$ cat src/rtl/acc_mc_pkg.sv
package acc_mc_pkg;
  typedef enum logic [2:0] {
    ST_FETCH = 3'b000,
    ST_OPND  = 3'b001,
    ST_WRACC = 3'b010,
    ST_LOAD  = 3'b011,
    ST_EXADD = 3'b100,
    ST_WRDM  = 3'b101,
    ST_TRAP  = 3'b110,
    ST_TRAPX = 3'b111
  } ctrl_state_t;

  localparam logic [1:0] OPC_LOAD  = 2'b00;
  localparam logic [1:0] OPC_STORE = 2'b01;
  localparam logic [1:0] OPC_ADD   = 2'b10;
endpackage

$ cat src/rtl/acc_mc_mem.sv
module acc_mc_mem #(
  parameter int WIDTH  = 8,
  parameter int ADDR_W = 6,
  localparam int DEPTH = 1 << ADDR_W
) (
  input  logic              clk,
  input  logic              we,
  input  logic [ADDR_W-1:0] waddr,
  input  logic [WIDTH-1:0]  wdata,
  input  logic [ADDR_W-1:0] raddr,
  output logic [WIDTH-1:0]  rdata
);
  logic [WIDTH-1:0] mem_q [DEPTH];

  always_ff @(posedge clk) begin
    if (we) mem_q[waddr] <= wdata;
  end

  assign rdata = mem_q[raddr];
endmodule

$ cat src/rtl/acc_mc_ctrl.sv
module acc_mc_ctrl
  import acc_mc_pkg::*;
#(
  parameter int OPC_W = 2
) (
  input  logic             clk,
  input  logic             rst,
  input  logic [OPC_W-1:0] opcode,
  output logic [2:0]       state_o,
  output logic             ir_load,
  output logic             sum_en,
  output logic             pc_inc,
  output logic             acc_we,
  output logic             acc_sel,
  output logic             dm_we,
  output logic             halted
);
  ctrl_state_t st_q, st_d;

  always_comb begin
    st_d = st_q;
    unique case (st_q)
      ST_FETCH: st_d = ST_OPND;
      ST_OPND: begin
        if (opcode == OPC_LOAD)       st_d = ST_LOAD;
        else if (opcode == OPC_STORE) st_d = ST_WRDM;
        else if (opcode == OPC_ADD)   st_d = ST_EXADD;
        else                          st_d = ST_TRAP;
      end
      ST_EXADD: st_d = ST_WRACC;
      ST_LOAD, ST_WRACC, ST_WRDM: st_d = ST_FETCH;
      ST_TRAP, ST_TRAPX: st_d = st_q;
      default: st_d = ST_TRAP;
    endcase
  end

  always_ff @(posedge clk) begin
    if (rst) st_q <= ST_FETCH;
    else     st_q <= st_d;
  end

  assign state_o = st_q;
  assign ir_load = (st_q == ST_FETCH);
  assign sum_en  = (st_q == ST_EXADD);
  assign acc_sel = (st_q == ST_LOAD);
  assign acc_we  = (st_q == ST_LOAD) || (st_q == ST_WRACC);
  assign dm_we   = (st_q == ST_WRDM);
  assign pc_inc  = (st_q == ST_LOAD) || (st_q == ST_WRACC) || (st_q == ST_WRDM);
  assign halted  = (st_q == ST_TRAP) || (st_q == ST_TRAPX);

  assert_fetch_to_operand_R2: assert property (@(posedge clk) disable iff (rst)
    (st_q == ST_FETCH) |=> (st_q == ST_OPND));
  assert_exadd_to_wracc_R6: assert property (@(posedge clk) disable iff (rst)
    (st_q == ST_EXADD) |=> (st_q == ST_WRACC));
  assert_trap_absorbs_R8: assert property (@(posedge clk) disable iff (rst)
    halted |=> halted);
  assert_single_writer_R11: assert property (@(posedge clk) disable iff (rst)
    $onehot0({acc_we, dm_we}));
endmodule

$ cat src/rtl/acc_mc_datapath.sv
module acc_mc_datapath #(
  parameter int DATA_W = 8,
  parameter int ADDR_W = 6,
  parameter int OPC_W  = 2,
  localparam int INSTR_W = OPC_W + ADDR_W
) (
  input  logic               clk,
  input  logic               rst,
  input  logic [INSTR_W-1:0] imem_rdata,
  input  logic [DATA_W-1:0]  dmem_rdata,
  input  logic               ir_load,
  input  logic               sum_en,
  input  logic               pc_inc,
  input  logic               acc_we,
  input  logic               acc_sel,
  output logic [ADDR_W-1:0]  pc,
  output logic [OPC_W-1:0]   opcode,
  output logic [ADDR_W-1:0]  op_addr,
  output logic [DATA_W-1:0]  acc
);
  logic [INSTR_W-1:0] ir_q;
  logic [DATA_W-1:0]  sum_q;
  logic [DATA_W-1:0]  acc_d;

  always_ff @(posedge clk) begin
    if (rst) begin
      pc   <= '0;
      ir_q <= '0;
    end else begin
      if (pc_inc)  pc   <= pc + ADDR_W'(1);
      if (ir_load) ir_q <= imem_rdata;
    end
  end

  always_ff @(posedge clk) begin
    if (sum_en) sum_q <= acc + dmem_rdata;
  end

  assign acc_d = acc_sel ? dmem_rdata : sum_q;

  always_ff @(posedge clk) begin
    if (rst)         acc <= '0;
    else if (acc_we) acc <= acc_d;
  end

  assign opcode  = ir_q[INSTR_W-1 -: OPC_W];
  assign op_addr = ir_q[ADDR_W-1:0];

  assert_pc_step_R7: assert property (@(posedge clk) disable iff (rst)
    pc_inc |=> (pc == $past(pc) + ADDR_W'(1)));
  assert_pc_hold_R7: assert property (@(posedge clk) disable iff (rst)
    !pc_inc |=> $stable(pc));
  assert_acc_hold_R11: assert property (@(posedge clk) disable iff (rst)
    !acc_we |=> $stable(acc));
endmodule

$ cat src/rtl/acc_mc_core.sv
module acc_mc_core
  import acc_mc_pkg::*;
#(
  parameter int DATA_W = 8,
  parameter int ADDR_W = 6,
  parameter int OPC_W  = 2,
  localparam int INSTR_W = OPC_W + ADDR_W
) (
  input  logic              clk,
  input  logic              rst,
  input  logic              ld_valid,
  output logic              ld_ready,
  input  logic              ld_target,
  input  logic [ADDR_W-1:0] ld_addr,
  input  logic [DATA_W-1:0] ld_data,
  output logic [2:0]        state_o,
  output logic              acc_we,
  output logic              acc_sel,
  output logic              dm_we,
  output logic [DATA_W-1:0] acc_o,
  output logic [ADDR_W-1:0] pc_o,
  output logic              halted
);
  logic               ir_load, sum_en, pc_inc, ld_fire;
  logic [OPC_W-1:0]   opcode;
  logic [ADDR_W-1:0]  op_addr;
  logic [INSTR_W-1:0] imem_rdata;
  logic [DATA_W-1:0]  dmem_rdata;
  logic               dmem_we;
  logic [ADDR_W-1:0]  dmem_waddr;
  logic [DATA_W-1:0]  dmem_wdata;

  acc_mc_ctrl #(.OPC_W(OPC_W)) ctrl_i (
    .clk(clk), .rst(rst), .opcode(opcode), .state_o(state_o),
    .ir_load(ir_load), .sum_en(sum_en), .pc_inc(pc_inc),
    .acc_we(acc_we), .acc_sel(acc_sel), .dm_we(dm_we), .halted(halted)
  );

  acc_mc_datapath #(.DATA_W(DATA_W), .ADDR_W(ADDR_W), .OPC_W(OPC_W)) dp_i (
    .clk(clk), .rst(rst), .imem_rdata(imem_rdata), .dmem_rdata(dmem_rdata),
    .ir_load(ir_load), .sum_en(sum_en), .pc_inc(pc_inc),
    .acc_we(acc_we), .acc_sel(acc_sel),
    .pc(pc_o), .opcode(opcode), .op_addr(op_addr), .acc(acc_o)
  );

  assign ld_ready = !dm_we;
  assign ld_fire  = ld_valid && ld_ready;

  acc_mc_mem #(.WIDTH(INSTR_W), .ADDR_W(ADDR_W)) imem_i (
    .clk(clk), .we(ld_fire && !ld_target), .waddr(ld_addr),
    .wdata(INSTR_W'(ld_data)), .raddr(pc_o), .rdata(imem_rdata)
  );

  assign dmem_we    = dm_we || (ld_fire && ld_target);
  assign dmem_waddr = dm_we ? op_addr : ld_addr;
  assign dmem_wdata = dm_we ? acc_o : ld_data;

  acc_mc_mem #(.WIDTH(DATA_W), .ADDR_W(ADDR_W)) dmem_i (
    .clk(clk), .we(dmem_we), .waddr(dmem_waddr),
    .wdata(dmem_wdata), .raddr(op_addr), .rdata(dmem_rdata)
  );

  assert_trap_quiet_R8: assert property (@(posedge clk) disable iff (rst)
    halted |-> (!acc_we && !dm_we && $stable(acc_o)));
  assert_store_needs_stall_R10: assert property (@(posedge clk) disable iff (rst)
    (state_o == 3'b101) |-> !(ld_valid && ld_ready));
endmodule

$ cat config.mk
export PLATFORM = sky130hd
export DESIGN_NAME = acc_mc_core
export DESIGN_NICKNAME = d
export VERILOG_FILES = /design/src/rtl/acc_mc_pkg.sv /design/src/rtl/acc_mc_mem.sv /design/src/rtl/acc_mc_ctrl.sv /design/src/rtl/acc_mc_datapath.sv /design/src/rtl/acc_mc_core.sv
export SDC_FILE = /design/constraint.sdc
export NUM_CORES = 1
export LEC_CHECK = 0
export BUFFER_PORTS_ARGS = -buffer_cell sky130_fd_sc_hd__buf_4
export CORE_MARGIN = 2
export CORE_UTILIZATION = 26
export CTS_CLUSTER_DIAMETER = 80
export CTS_CLUSTER_SIZE = 40
export DETAILED_ROUTE_END_ITERATION = 10
export PLACE_DENSITY = 0.48
export SLEW_MARGIN = 5
export SYNTH_ARGS = -nofsm -noshare
export SYNTH_HDL_FRONTEND = slang
export SYNTH_HIERARCHICAL = 1
export SYNTH_SLANG_ARGS = --single-unit
$ cat constraint.sdc
create_clock -name clk -period 5.43 [get_ports clk]
set_input_delay 0.2715 -clock clk [delete_from_list [all_inputs] [get_ports clk]]
set_output_delay 0.2715 -clock clk [all_outputs]
set_load 0.01 [all_outputs]
# [Word level (Yosys, flattened, before mapping)]
# Memory sizes are Yosys's and may differ from the RTL's. A register that Yosys moved wholly into a read port is not among the register bits.
# Index checks and enable logic that the tools add are counted.
[op_classes] mux=11 reduce_logical=13 n_addsub=2 eq_ne=9
[ops] cell="8-bit 2-to-1 mux" n=2
[ops] cell="3-bit equality test (second input constant)" n=4
[ops] cell="3-bit case mux with 4 select lines" n=1
[ops] cell="8-bit adder" n=1
[ops] cell="6-bit by 1-bit adder with 6-bit output (second input constant)" n=1
[ops] cell="3-bit by 2-bit equality test with 1-bit output (second input constant)" n=2
[ops] cell="3-bit 2-to-1 mux" n=2
[ops] cell="6-bit 2-to-1 mux" n=1
[ops] cell="1-bit logical OR" n=4
[ops] cell="1-bit 2-to-1 mux" n=4
[ops] cell="3-bit by 1-bit equality test with 1-bit output (second input constant)" n=1
[ops] cell="1-bit logical AND" n=3
[ops] cell="3-bit logical NOT" n=1
[ops] cell="3-bit OR reduction" n=1
[ops] cell="2-bit by 1-bit equality test with 1-bit output (second input constant)" n=1
[ops] cell="2-bit equality test (second input constant)" n=1
[ops] cell="1-bit logical NOT" n=2
[ops] cell="2-bit logical NOT" n=1
[ops] cell="2-bit 2-to-1 mux" n=1
[ops] cell="2-bit OR reduction" n=1
[word_totals] in_bits=18 output_inout_bits=22 mem_count=2 ff_bits=25 ram_bits=1024 elab_cells=41
[mem_list] name="dmem_i.mem_q" depth=64 width=8 rd=1 rd_ports_with_merged_regs=0 wr=1 line="acc_mc_mem.sv:13" source="logic [WIDTH-1:0] mem_q [DEPTH];"
[mem_list] name="imem_i.mem_q" depth=64 width=8 rd=1 rd_ports_with_merged_regs=1 wr=1 line="acc_mc_mem.sv:13"

# [Logic depth before layout (Yosys ltp)]
[depth] ltp_word=7 ltp_mapped=14

# [By module]
# Netlist, hierarchy kept.
[by_module_without_submodules] module="acc_mc_mem" instances=2 area_each_um2=20006.7 cells_per_inst=932
[by_module_without_submodules] module="acc_mc_datapath" instances=1 area_each_um2=1408.9 cells_per_inst=132
[by_module_without_submodules] module="acc_mc_core" instances=1 area_each_um2=235.2 cells_per_inst=19
[by_module_without_submodules] module="acc_mc_ctrl" instances=1 area_each_um2=211.5 cells_per_inst=25

# [Least setup slack after synthesis]
# No wires, ideal clock.
[synth_path] path_type="reg2reg" start="register dp_i.ir_q[0] (read register of imem_i.mem_q)" end="register dp_i.sum_q[6], data pin" path_slack_ps=2138 t_required_ps=5158 path_stages_with_launch=14 arrival_ps=3021 cell_sequence="dfxtp_1 -> buf_6 -> buf_12 -> buf_12 -> buf_4 -> mux4_2 -> o22ai_1 -> nand2_1 -> o2bb2ai_1 -> ha_1 -> fa_1 -> a211oi_1 -> or4b_1 -> o2111ai_1"
[synth_via] elab_chain_len=2
[synth_lines] element="from (decl)" line="acc_mc_datapath.sv:21" source="logic [INSTR_W-1:0] ir_q;"
[synth_lines] element="memory read 64 x 8 bit"
[synth_lines] element="named net dmem_rdata[0]" line="acc_mc_core.sv:28" source="logic [DATA_W-1:0] dmem_rdata;"
[synth_lines] element="8-bit adder" line="acc_mc_datapath.sv:36" source="if (sum_en) sum_q <= acc + dmem_rdata;"
[synth_lines] element="to (signal assigned)" line="acc_mc_datapath.sv:36"
[synth_lines] element="to (decl)" line="acc_mc_datapath.sv:22" source="logic [DATA_W-1:0] sum_q;"
# The timed path passes the listed nets, and every way through them passes these cells.
# A chain may end at the register's enable or synchronous reset.

# [Final worst setup path]
[layout_path] start="register dp_i.ir_q[1] (read register of imem_i.mem_q)" end="register dp_i.sum_q[6], data pin"
# Same word-level chain as after synthesis.

==> results.md <==
- Slowest library cell on the worst path: dfxtp_4
- YS warnings: 6
- Dominant cell type by area after synthesis: edfxtp_1
- First-pass GRT wire length: about 150000 um
- F_max: roughly 250 MHz
- Later-pin clock latency in the skew report: between 600 and 700 ps
- Max Cap Viol: 0
- Num rows: approximately 150
- Syn Area/Cell: 20.5 um2
- Crit-path max FO: 52
- Residual DRC count: 0
- Vias in the first global route: 20225
- # IOs: 40
- Status: completed
- Synthesis-to-layout area growth: 9.68%
- Die X: slightly above 400 um
- Initial Util: between 20% and 30%
- Die ar.: ~0.16 mm2
- NumNets Final: around 2100
- Layout cell share with drive strength beyond 1: between 20% and 30%
- Vias: just under 20000
- Top FF cell, synth: edfxtp_1
- Commonest cells after routing, fill and taps aside: edfxtp_1, mux4_2, nor2_1
- Post-cts hold buffer count: 1
- Nature of the critical path endpoint: flip-flop
- Postcts setup bufs: 0
- Port buffer count: 39
- Crit path cell chain: mux4_2 -> mux2_2 -> a221oi_1 -> o2bb2ai_1 -> ha_1 -> fa_1 -> a211oi_1 -> or4b_1 -> o2111ai_1
- GRT Util Overall: between 10% and 20%
- ANT nets after route: 0
- Post-CTS Resized: 0
- Register bit count reported by yosys: around 1100
- Core Area: 0.160 mm2
- Synth Instances: 2040
- Worst EP required: 5840 ps
- RSZ-0062 raised after global routing: no
- Synth area leaders: edfxtp_1, mux4_2, nor2_1
- Most common cell after layout, fill and taps aside: edfxtp_1
- Reg clk slew, reported paths: 140 ps
- Arr. time, crit path: between 4000 and 5000 ps
- Setup crit start kind: flip-flop
- Clock skew: between 60 and 70 ps
- Vias/cell: approximately 4.7
- Slew headroom: between 20 and 30%
- Slew @ Worst Pin: 1080 ps
- Tmin final: 4080 ps
- 1st-pass router iterations: 5
- Final Hold Viols: 0
- Total global routing overflow: 0
- Asr flop ratio synth: 0%
- Netlist Area Pre-Place: 0.0419 mm2
- Die height: about 410 um
- Final period util: 75.2%
- DR WL/cell: between 20 and 25 um
- Cell variety after synth: 59
- GPL Wtd Cong: slightly below 0.8
- CP Class: flip-flop to flip-flop
- LEAKAGE: between 10 and 15 nW
- TritonCTS buffer count: 38
- Max Slew Vio Count: 0
- Peak supply drop: between 0.0002 and 0.00025 V
- Endpoints failing setup: 0
- Sink Count: approximately 1100
- First-iteration detailed-routing DRC count: around 2000
- Critical path's largest stage delay: approximately 900 ps
- CTS tree: yes
- Yosys top cell area share: 74.0%
- Post-synth EDFFs: roughly 1000
- Routed WL: 101000 um
- Hold WC Path Type: primary input to flip-flop
- Initial antenna violation count: 1
- Mapped Nets: about 2100
- Post-synthesis sequential area ratio: approximately three quarters
- Largest net degree at the start of global routing: between 70 and 80
- Clock Tree Root: clkbuf_16
- Power per cell area: around 370 mW/mm2
- H-tree depth: 2
- Power, Total: between 15 and 20 mW
- HPWL Detailed: ~63000 um
- Sum Neg Setup Slack: 0 ps
- Buffer depth of the longest clock path: 3
==> registers in the layout (all words and copies together) (netlist names) <==
name	cells
dmem_i/mem_q	512
imem_i/mem_q	512
dp_i/acc	8
dp_i/ir_q	8
dp_i/sum_q	8
dp_i/pc	6
ctrl_i/state_o	3
==> critical path: cells and delay by family (launching register included) <==
family,cells,cell delay [ps]
DFF,1,900
muxes,2,880
AOI/OAI and AO/OA,4,1140
and+or+nand+nor,1,170
adders and majority gates,2,700
==> Yosys cell counts, types with 4 or more instances <==
master / instances
clkbuf_1: 35
o41ai_1: 4
a21oi_1: 14
o2bb2ai_1: 7
ha_1: 10
o21ai_0: 7
nand2b_1: 14
mux2_2: 33
mux2_4: 7
o2111ai_1: 7
nand4_1: 6
o32ai_1: 4
o221ai_1: 16
a221oi_1: 12
nor2b_1: 28
buf_4: 26
o22ai_1: 16
buf_2: 25
nand3_1: 26
dfxtp_1: 25
nor4_1: 4
o21ai_1: 4
mux4_2: 252
buf_12: 5
xor2_1: 6
mux2i_1: 64
nor3_1: 16
buf_6: 9
nor2_1: 194
buf_1: 10
nand3b_1: 6
nand2_1: 42
o21a_1: 4
a22oi_1: 6
a2111oi_0: 4
edfxtp_1: 1032
a211oi_1: 18
o221a_2: 4
o211ai_1: 4
inv_1: 4
==> metrics by stage <==
step	std cells	hold slack (ps)	instance area (um2)	worst slack, ps	util [%]
after floorplan	2040	334	41900	2140	-
after global placement	4164	482	44500	1360	27.8
after detailed placement	4164	495	44500	1320	27.8
after CTS	4235	168	45900	1280	28.7
after global routing	4236	184	45900	1070	28.7
final	4237	163	45900	1350	28.7
==> cells by family (layout without fill, tap and decap cells) <==
family / Yosys count / count (layout) / share of synthesized area [%]
flip-flops: 1057 / 1057 / 75.2
multiplexers: 356 / 356 / 16.2
AND/OR/NAND/NOR: 353 / 353 / 3.82
AO/OA/AOI/OAI: 140 / 140 / 2.52
buffers and inverters: 114 / 149 / 1.69
adder cells (fa/ha/maj): 11 / 11 / 0.347
XOR/XNOR: 9 / 9 / 0.188
other: 0 / 2 / 0
==> path summary, 6_finish.rpt <==
check | startpoint | end | slack [ps] | cells past startpoint
worst max-delay path | dp_i/ir_q[1]$_SDFFE_PP0P_ | dp_i/sum_q[6]$_DFFE_PP_ | 1350 | 9
worst min-delay path | ld_data[7] | imem_i/mem_q[52][7]$_DFFE_PP_ | 160 | 1
worst max register to register | dp_i/ir_q[1]$_SDFFE_PP0P_ | dp_i/sum_q[6]$_DFFE_PP_ | 1350 | 9
worst min register to register | dp_i/ir_q[7]$_SDFFE_PP0P_ | dp_i/ir_q[7]$_SDFFE_PP0P_ | 530 | 2
==> routing by layer <==
metal	vias up	routed length, um	GRT usage, %
met5	-	0	0
met4	0	1700	2.31
met3	81	5060	1.88
met2	490	49500	20.3
met1	10773	44600	16.8
li1	8390	-	-
==> layout make-up <==
| type | count | area [um2] |
|---|---|---|
| fillers | 15612 | 114000 |
| clock inverters | 24 | 373 |
| multi-input cells | 869 | 9680 |
| inverters | 4 | 15.0 |
| clock buffers | 46 | 991 |
| well taps | 2160 | 2700 |
| repair buffers | 75 | 641 |
| diodes | 2 | 5.00 |
| flip-flops and latches | 1057 | 31500 |
==> power by group <==
group / leakage (nW) / internal [mW] / switching [mW]
Sequential: 9.49 / 9.11 / 0.342
Clock: 0.647 / 1.50 / 2.60
Combinational: 2.88 / 1.63 / 1.85
Total: 13.0 / 12.2 / 4.79
(Power assumes the default switching activity.)
